### src/rtl/tmr3_pkg.sv
package tmr3_pkg;
   localparam int BIT_ICF  = 9;
   localparam int BIT_UF   = 8;
   localparam int BIT_IE   = 5;
   localparam int STRIDE   = 12;
   localparam int CH_BASE  = 4;

   typedef enum logic [2:0] {
      SRC_D4 = 3'd0, SRC_D16 = 3'd1, SRC_D64 = 3'd2, SRC_D256 = 3'd3,
      SRC_D1K = 3'd4, SRC_BAD = 3'd5, SRC_RTC = 3'd6, SRC_EXT = 3'd7
   } src_e;

   // last prescaler phase for a divided source
   function automatic logic [11:0] presc_last(input logic [2:0] sel);
      logic [12:0] d;
      if (sel == SRC_BAD) d = 13'd4096;
      else                d = 13'd4 << (2 * sel);
      return 12'(d - 13'd1);
   endfunction
endpackage

### src/rtl/tmr3_prescale.sv
module tmr3_prescale #(
   parameter int PS_W = 12
) (
   input  logic       clk,
   input  logic       rst_n,
   input  logic       run,
   input  logic [2:0] sel,
   input  logic       rtc_tick,
   input  logic       ext_tick,
   output logic       tick
);
   import tmr3_pkg::*;

   logic [PS_W-1:0] phase_q;
   logic [PS_W-1:0] last;
   logic            divided;
   logic            wrap;

   assign last    = PS_W'(presc_last(sel));
   assign divided = (sel != SRC_RTC) && (sel != SRC_EXT);
   assign wrap    = phase_q >= last;

   always_ff @(posedge clk) begin
      if (!rst_n || !run || !divided) phase_q <= '0;
      else if (wrap)                  phase_q <= '0;
      else                            phase_q <= phase_q + 1'b1;
   end

   always_comb begin
      unique case (sel)
         SRC_RTC: tick = run && rtc_tick;
         SRC_EXT: tick = run && ext_tick;
         default: tick = run && wrap;
      endcase
   end
endmodule

### src/rtl/tmr3_channel.sv
module tmr3_channel #(
   parameter int CW   = 32,
   parameter int PS_W = 12
) (
   input  logic          clk,
   input  logic          rst_n,
   input  logic          run,
   input  logic          wr_const,
   input  logic          wr_cnt,
   input  logic          wr_ctrl,
   input  logic [CW-1:0] wdata,
   input  logic          rtc_tick,
   input  logic          ext_tick,
   output logic [CW-1:0] const_q,
   output logic [CW-1:0] cnt_q,
   output logic [CW-1:0] ctrl_rd,
   output logic          flag_q,
   output logic          ie_q,
   output logic          uf,
   output logic          irq,
   output logic          illegal
);
   import tmr3_pkg::*;

   logic [2:0] sel_q;
   logic       icf_q;
   logic       tick;

   tmr3_prescale #(.PS_W(PS_W)) u_ps (
      .clk(clk), .rst_n(rst_n), .run(run), .sel(sel_q),
      .rtc_tick(rtc_tick), .ext_tick(ext_tick), .tick(tick)
   );

   assign uf = tick && (cnt_q == '0);

   always_ff @(posedge clk) begin
      if (!rst_n) begin
         const_q <= '1;
         cnt_q   <= '1;
      end else begin
         if (wr_const) const_q <= wdata;
         if (wr_cnt)   cnt_q   <= wdata;
         else if (uf)  cnt_q   <= const_q;
         else if (tick) cnt_q  <= cnt_q - 1'b1;
      end
   end

   always_ff @(posedge clk) begin
      if (!rst_n) begin
         sel_q  <= SRC_D4;
         icf_q  <= 1'b0;
         ie_q   <= 1'b0;
         flag_q <= 1'b0;
      end else begin
         if (wr_ctrl) begin
            sel_q <= wdata[2:0];
            icf_q <= wdata[BIT_ICF];
            ie_q  <= wdata[BIT_IE];
         end
         if (uf)           flag_q <= 1'b1;
         else if (wr_ctrl) flag_q <= flag_q && wdata[BIT_UF];
      end
   end

   always_comb begin
      ctrl_rd          = '0;
      ctrl_rd[2:0]     = sel_q;
      ctrl_rd[BIT_IE]  = ie_q;
      ctrl_rd[BIT_UF]  = flag_q;
      ctrl_rd[BIT_ICF] = icf_q;
   end

   assign irq     = flag_q && ie_q;
   assign illegal = (sel_q == SRC_BAD);
endmodule

### src/rtl/tmr3_unit.sv
module tmr3_unit #(
   parameter int NCH  = 3,
   parameter int CW   = 32,
   parameter int AW   = 6,
   parameter int PS_W = 12
) (
   input  logic           clk,
   input  logic           rst_n,
   input  logic           bus_wr,
   input  logic [AW-1:0]  bus_addr,
   input  logic [CW-1:0]  bus_wdata,
   output logic [CW-1:0]  bus_rdata,
   input  logic           rtc_tick,
   input  logic           ext_tick,
   output logic [NCH-1:0] irq_out,
   output logic [NCH-1:0] illegal_sel
);
   import tmr3_pkg::*;

   localparam int TOP_ADDR = CH_BASE + STRIDE * NCH;

   if (TOP_ADDR > (1 << AW)) begin : g_bad_aw
      $error("address width too small for channel count");
   end
   if (CW < 10 || CW < NCH) begin : g_bad_cw
      $error("data width too small for control word");
   end
   if (PS_W < 12) begin : g_bad_ps
      $error("prescaler width must hold 4096 phases");
   end

   logic [NCH-1:0] run_q;
   logic [NCH-1:0] flag_v, ie_v, uf_v, cnt_wr_v;
   logic [CW-1:0]  const_v [NCH];
   logic [CW-1:0]  cnt_v   [NCH];
   logic [CW-1:0]  ctrl_v  [NCH];

   always_ff @(posedge clk) begin
      if (!rst_n)                           run_q <= '0;
      else if (bus_wr && bus_addr == '0)    run_q <= bus_wdata[NCH-1:0];
   end

   for (genvar i = 0; i < NCH; i++) begin : g_ch
      localparam int BASE = CH_BASE + STRIDE * i;
      logic wc, wn, wt;
      assign wc = bus_wr && (bus_addr == AW'(BASE));
      assign wn = bus_wr && (bus_addr == AW'(BASE + 4));
      assign wt = bus_wr && (bus_addr == AW'(BASE + 8));
      assign cnt_wr_v[i] = wn;

      tmr3_channel #(.CW(CW), .PS_W(PS_W)) u_ch (
         .clk(clk), .rst_n(rst_n), .run(run_q[i]),
         .wr_const(wc), .wr_cnt(wn), .wr_ctrl(wt), .wdata(bus_wdata),
         .rtc_tick(rtc_tick), .ext_tick(ext_tick),
         .const_q(const_v[i]), .cnt_q(cnt_v[i]), .ctrl_rd(ctrl_v[i]),
         .flag_q(flag_v[i]), .ie_q(ie_v[i]), .uf(uf_v[i]),
         .irq(irq_out[i]), .illegal(illegal_sel[i])
      );
   end

   always_comb begin
      bus_rdata = '0;
      if (bus_addr == '0) bus_rdata = CW'(run_q);
      for (int i = 0; i < NCH; i++) begin
         if (bus_addr == AW'(CH_BASE + STRIDE * i))     bus_rdata = const_v[i];
         if (bus_addr == AW'(CH_BASE + STRIDE * i + 4)) bus_rdata = cnt_v[i];
         if (bus_addr == AW'(CH_BASE + STRIDE * i + 8)) bus_rdata = ctrl_v[i];
      end
   end
endmodule

### config.mk
export PLATFORM = sky130hd
export DESIGN_NAME = tmr3_unit
export DESIGN_NICKNAME = d
export VERILOG_FILES = /design/src/rtl/tmr3_pkg.sv /design/src/rtl/tmr3_prescale.sv /design/src/rtl/tmr3_channel.sv /design/src/rtl/tmr3_unit.sv
export SDC_FILE = /design/constraint.sdc
export NUM_CORES = 1
export LEC_CHECK = 0
export BUFFER_PORTS_ARGS = -buffer_cell sky130_fd_sc_hd__buf_2
export CORE_AREA = 2 2 168 170
export DETAILED_ROUTE_END_ITERATION = 16
export DIE_AREA = 0 0 170 172
export PLACE_DENSITY_LB_ADDON = 0.1
export SLEW_MARGIN = 10
export SYNTH_ARGS = -nofsm -noshare
export SYNTH_HDL_FRONTEND = slang
export SYNTH_SLANG_ARGS = --single-unit
### constraint.sdc
create_clock -name clk -period 4.12 [get_ports clk]
set_clock_uncertainty 0.15 [all_clocks]
set_input_delay 0.206 -clock clk [delete_from_list [all_inputs] [get_ports clk]]
set_output_delay 0.206 -clock clk [all_outputs]
set_load 0.03 [all_outputs]
# Word level (Yosys, flattened, before mapping)

Index checks and enable logic that the tools add are counted.

Order comparisons: 3
Mux-type cells: 31
Add/subtract/negate cells: 9
Reduce and logical (&&, ||, !) cells: 57
Shift-type cells: 3
Equality and inequality tests: 24

Operator list:

| cell                                                                 | count |
|---|---|
| 32-bit two-way mux                                                   | 18 |
| 32-bit logical NOT                                                   | 3 |
| 32-bit by 1-bit subtractor with 32-bit output, second input constant | 3 |
| 12-bit by 1-bit adder with 12-bit output, second input constant      | 3 |
| 12-bit >= comparator                                                 | 3 |
| 12-bit two-way mux                                                   | 3 |
| 3-bit by 4-bit left shift with 12-bit output, first input constant   | 3 |
| 12-bit by 1-bit subtractor with 12-bit output, second input constant | 3 |
| 1-bit logical AND                                                    | 31 |
| 3-bit == test, second input constant                                 | 9 |
| 6-bit by 5-bit == test with 1-bit output, second input constant      | 4 |
| 3-bit != test, second input constant                                 | 6 |
| 6-bit by 4-bit == test with 1-bit output, second input constant      | 2 |
| 6-bit == test, second input constant                                 | 2 |
| 3-bit nonzero test                                                   | 3 |
| 1-bit logical NOT                                                    | 7 |
| 6-bit by 3-bit == test with 1-bit output, second input constant      | 1 |
| 6-bit logical NOT                                                    | 1 |
| 1-bit logical OR                                                     | 6 |
| 1-bit two-way mux                                                    | 6 |
| 1-bit case mux with 2 select lines                                   | 3 |
| 2-bit nonzero test                                                   | 3 |
| 2-bit OR reduction                                                   | 3 |
| 3-bit two-way mux                                                    | 1 |

Word-level logic and storage cells: 149
Output and inout bits: 38
Register bits after elaboration: 249
Input bits: 43

# Logic depth before layout (Yosys ltp)

Depth after elaboration: 11
Mapped depth: 16
Depth with buffers taken out: 13

# Modules after synthesis

From an unflattened synthesis, not the netlist that was laid out.

Cell total of the unflattened synthesis: 2025
Area, all modules: 16983.8 um2

By module, submodules not included:

| module        | area an instance (um2) | times used | cells an instance | seq. area each (um2) |
|---|---|---|---|---|
| tmr3_channel  | 3896.2                 | 3          | 453               | 1401.3 |
| tmr3_prescale | 912.1                  | 3          | 104               | 240.2 |
| tmr3_unit     | 2558.7                 | 1          | 354               | 60.1 |

# Least setup slack after synthesis

OpenSTA, ideal clock, no wires.

Kind: reg2reg
From: register g_ch[1].u_ch.sel_q[0]
To: register g_ch[1].u_ch.cnt_q[19]
Buffers on the path: 3
Required time: 3848 ps
Clock period less this slack: 3450 ps
Arrival time: 3178 ps
Setup slack: 670 ps
Stages on the path, launching flop included: 14
Setup time: 122 ps
Cells stage by stage: dfxtp_1 clkbuf_1 or3_1 ha_1 xnor2_1 ha_1 o21a_1 o211ai_1 o2111ai_1 and2_1 clkbuf_1 clkbuf_1 nand2_1 a221o_1

Word-level cells in the longest chain between the ends: 9
Elaborated cells between the ends (all ways): 13
Those cells by class: add/sub: 1; order compare: 1; eq/ne: 3; shift: 1; mux: 4; reduce/logical: 3

Ends and longest elaborated chain:

| element                                                                              | RTL line                       | text |
|---|---|---|
| start, declared                                                                      | tmr3_channel.sv:25             | `logic [2:0] sel_q;` |
| start signal, assigned                                                               | tmr3_channel.sv:56             | `sel_q <= wdata[2:0];` |
| 3-bit by 4-bit left shift with 12-bit output / 3-bit == test (equally long branches) | tmr3_pkg.sv:17, tmr3_pkg.sv:16 |  |
| 12-bit two-way mux                                                                   | tmr3_pkg.sv:16                 | `if (sel == SRC_BAD) d = 13'd4096;` |
| 12-bit by 1-bit subtractor with 12-bit output                                        | tmr3_pkg.sv:18                 | `return 12'(d - 13'd1);` |
| 12-bit >= comparator                                                                 | tmr3_prescale.sv:21            | `assign wrap = phase_q >= last;` |
| 1-bit logical AND                                                                    | tmr3_prescale.sv:33            | `default: tick = run && wrap;` |
| 1-bit case mux with 2 select lines *                                                 | tmr3_prescale.sv:30            | `unique case (sel)` |
| 1-bit logical AND                                                                    | tmr3_channel.sv:34             | `assign uf = tick && (cnt_q == '0);` |
| 32-bit two-way mux                                                                   | tmr3_channel.sv:43             | `else if (uf) cnt_q <= const_q;` |
| 32-bit two-way mux                                                                   | tmr3_channel.sv:42             | `if (wr_cnt) cnt_q <= wdata;` |
| end signal, assigned                                                                 | tmr3_channel.sv:42             |  |
| end signal, assigned                                                                 | tmr3_channel.sv:43             |  |
| end signal, assigned                                                                 | tmr3_channel.sv:44             | `else if (tick) cnt_q <= cnt_q - 1'b1;` |
| end, declared                                                                        | tmr3_channel.sv:15             | `output logic [CW-1:0] cnt_q,` |

Every way passes the cells marked *; elsewhere a longest branch is shown, timed or not.
A chain may end at the register's enable or synchronous reset.

# Final worst setup path

From: register g_ch[1].u_ch.sel_q[1]
To: register g_ch[1].u_ch.cnt_q[30]

The elaborated chain is that of the path after synthesis.

==> results.toml <==
[route]
drt_iter0_markers = 1462
ant_nets = 0
dr_total_vias = 15700
routed_wl_um = 54500
route.detailed.drc = 0
via_per_inst = 6.54
dr.pass1.iters = 6
wl_per_cell_um = 22.7

[synthesis]
yosysTopAreaCellShare = 0.334
synthDistinctLibCells = 84
synth_ff_type = "dfxtp_1"
synth_seq_cells = 249
syn_inst = 1976
syn_nets = 2058
synthTopCellsByArea = "dfxtp_1 (33%), nand2_1 (9.3%), nand3_1 (4.9%)"
synth_edf_count = 0
yosysWarnings = 0
async_flop_share = 0
syn-cell-area_mm2 = 0.0149
avgSynthCellArea_um2 = 7.56
synth_top_area_cell = "dfxtp_1"
yosysSeqAreaShare = 0.334

[setup_path]
cp_data_arrival_time_ns = 4.12
crit_start = "g_ch[1].u_ch.sel_q[1]"
path_max_fanout = 17
cp.required_ns = 4.42
end_kind = "flip-flop"
critPathKind = "flip-flop to flip-flop"
r2r_start = "g_ch[1].u_ch.sel_q[1]"
worstSetupStartpointType = "flip-flop"
reg2regPathDepth = 13

[sta]
hold_viol_final = 0
tns_ns = 0
slew_headroom = 0.182
fin_crit_sh = 0.929
setup_viol = 0
finalWorstPathRequiredPeriod_ns = 3.83
drv_slew = 0
fmax_ghz = 0.261
rsz0062_at_grt = "no"
worstMarginPinSlew_ns = 1.22

[global_routing]
grt_max_degree = 56
track_usage = 0.367
grt-ovfl-total = 0
grt_pass1_wl_um = 83200
antenna_found_initial = 0
first_global_vias = 14500

[floorplan]
dieArea_mm2 = 0.0292
num_rows = 61
fp.dieH_um = 172
die_w_um = 170
top_level_ports = 81
initial_utilization = 0.543
coreArea_mm2 = 0.0275

[power]
total_power_mw = 5.77
p_leak_nw = 6.56
p_per_area_mw_per_mm2 = 338
peakVddDrop_mv = 0.508

[cells_and_area]
final_cell_mix = "nand2_1 (369), dfxtp_1 (249), nor2_1 (162)"
num-fill-cells = 2529
instances_no_fill = 2401
syn_to_final_growth_pct = 14.4
final_common_cell = "nand2_1"
final_nets = 2115
diodes = 0
drive_gt1_frac = 0.114
post-route-util = 0.622

[clock_network]
cts-buffers-inserted = 29
cts_setup_buffers = 0
clock_latency_ns = 0.56
htreeDepth = 1
tritoncts = "yes"
cts_sinks = 249
clock_tree.buffer_depth = 3
clkSlewWorstSetupHoldPaths_ns = 0.06
cts-root-buf = "clkbuf_16"

[placement]
gp_congestion = 1.03
dpl.hpwl_um = 38800
port_buffers = 80
post-place-cells = 2314

[outcome]
outcome = "completed"

[run]
drv_cap = 0

[hold_path]
min_from = "bus_addr[4]"
hold_path.class = "input port to flip-flop"
hold_depth = 5
==> logic make-up after synthesis <==
| kind of cell | after synthesis | share of synthesized area |
|---|---|---|
| AOI/OAI and AO/OA | 447 | 0.211 |
| xor gates and xnor gates | 82 | 0.0481 |
| adders and majority gates | 39 | 0.0327 |
| buffers and inverters | 187 | 0.0507 |
| DFF | 249 | 0.334 |
| muxes | 43 | 0.0293 |
| and+or+nand+nor | 929 | 0.294 |
==> per-stage QoR <==
stage	cell area (um2)	setup WS, ns	hold slack, ns
global route	17100	0.139	0.205
floorplan	14900	0.670	0.174
global placement	15700	0.517	0.292
finish	17100	0.292	0.168
CTS	17100	0.363	0.135
detailed placement	15700	0.389	0.301
==> per-layer routing <==
layer	up-vias	routed length (um)	global-route usage
li1	7322	-	-
met1	7381	21900	0.468
met2	824	24500	0.596
met3	186	4170	0.0341
met4	0	3920	0.240
met5	-	0	0
==> synthesized netlist by cell type, types with 10 or more instances <==
master       n
nand2_1    369
nand3_1    147
o21a_1      11
nor2_1     167
and3_1      32
clkbuf_1   126
ha_1        39
mux2i_1     37
o31ai_1     13
a21oi_1     83
buf_2       10
xor2_1      41
or3_1       17
nor4_1      23
a211oi_1    22
o21ai_0     78
a22oi_1     27
a221o_1     12
a22o_1      10
a221oi_1    42
nand4_1     29
inv_1       34
o211ai_1    41
o2111ai_1   27
o22ai_1     14
xnor2_1     41
nor3_1      54
dfxtp_1    249
or4_1       16
==> registers in the layout, indices dropped and copies added (netlist names) <==
register                count
g_ch.u_ch.cnt_q            96
g_ch.u_ch.const_q          96
g_ch.u_ch.u_ps.phase_q     36
g_ch.u_ch.sel_q             9
g_ch.u_ch.flag_q            3
g_ch.u_ch.icf_q             3
g_ch.u_ch.ie_q              3
run_q                       3
==> where the power goes <==
part	internal (mW)	switching [mW]
combinational	0.130	0.267
clock	1.81	1.10
sequential	2.43	0.0301
==> final timing paths <==
kind         slack [ns]                      endpoint
min reg2reg        0.32  g_ch[0].u_ch.u_ps.phase_q[0]
min                0.17                      run_q[1]
max reg2reg        0.29        g_ch[1].u_ch.cnt_q[30]
max                0.29        g_ch[1].u_ch.cnt_q[30]
==> repair_timing <==
action,CTS,global route
resized for setup,0,0
hold endpoints to repair,179,0
hold buffers,34,0
==> final cells by class <==
type / count / area, um2 / share of cell area
clock buffer: 37 / 806 / 0.0472
timing repair buffer: 178 / 1240 / 0.0724
clock inverter: 16 / 264 / 0.0155
tap: 346 / 433 / 0.0253
sequential: 249 / 4980 / 0.292
multi-input combinational: 1540 / 9230 / 0.540
inverter: 35 / 131 / 0.00769
==> critical path: stages (launching register included) <==
cell and delay [ns]:
dfxtp_1 0.41, or3_1 0.43, ha_1 0.28, nor3_1 0.15, a21oi_1 0.06, o32a_1 0.19
ha_1 0.29, o21a_1 0.18, o21ai_0 0.24, nand2_1 0.12, buf_4 0.17, nand2_1 0.50
o21ai_0 0.19, a311o_1 0.34
Note: power is estimated with default switching activity, not from simulation.
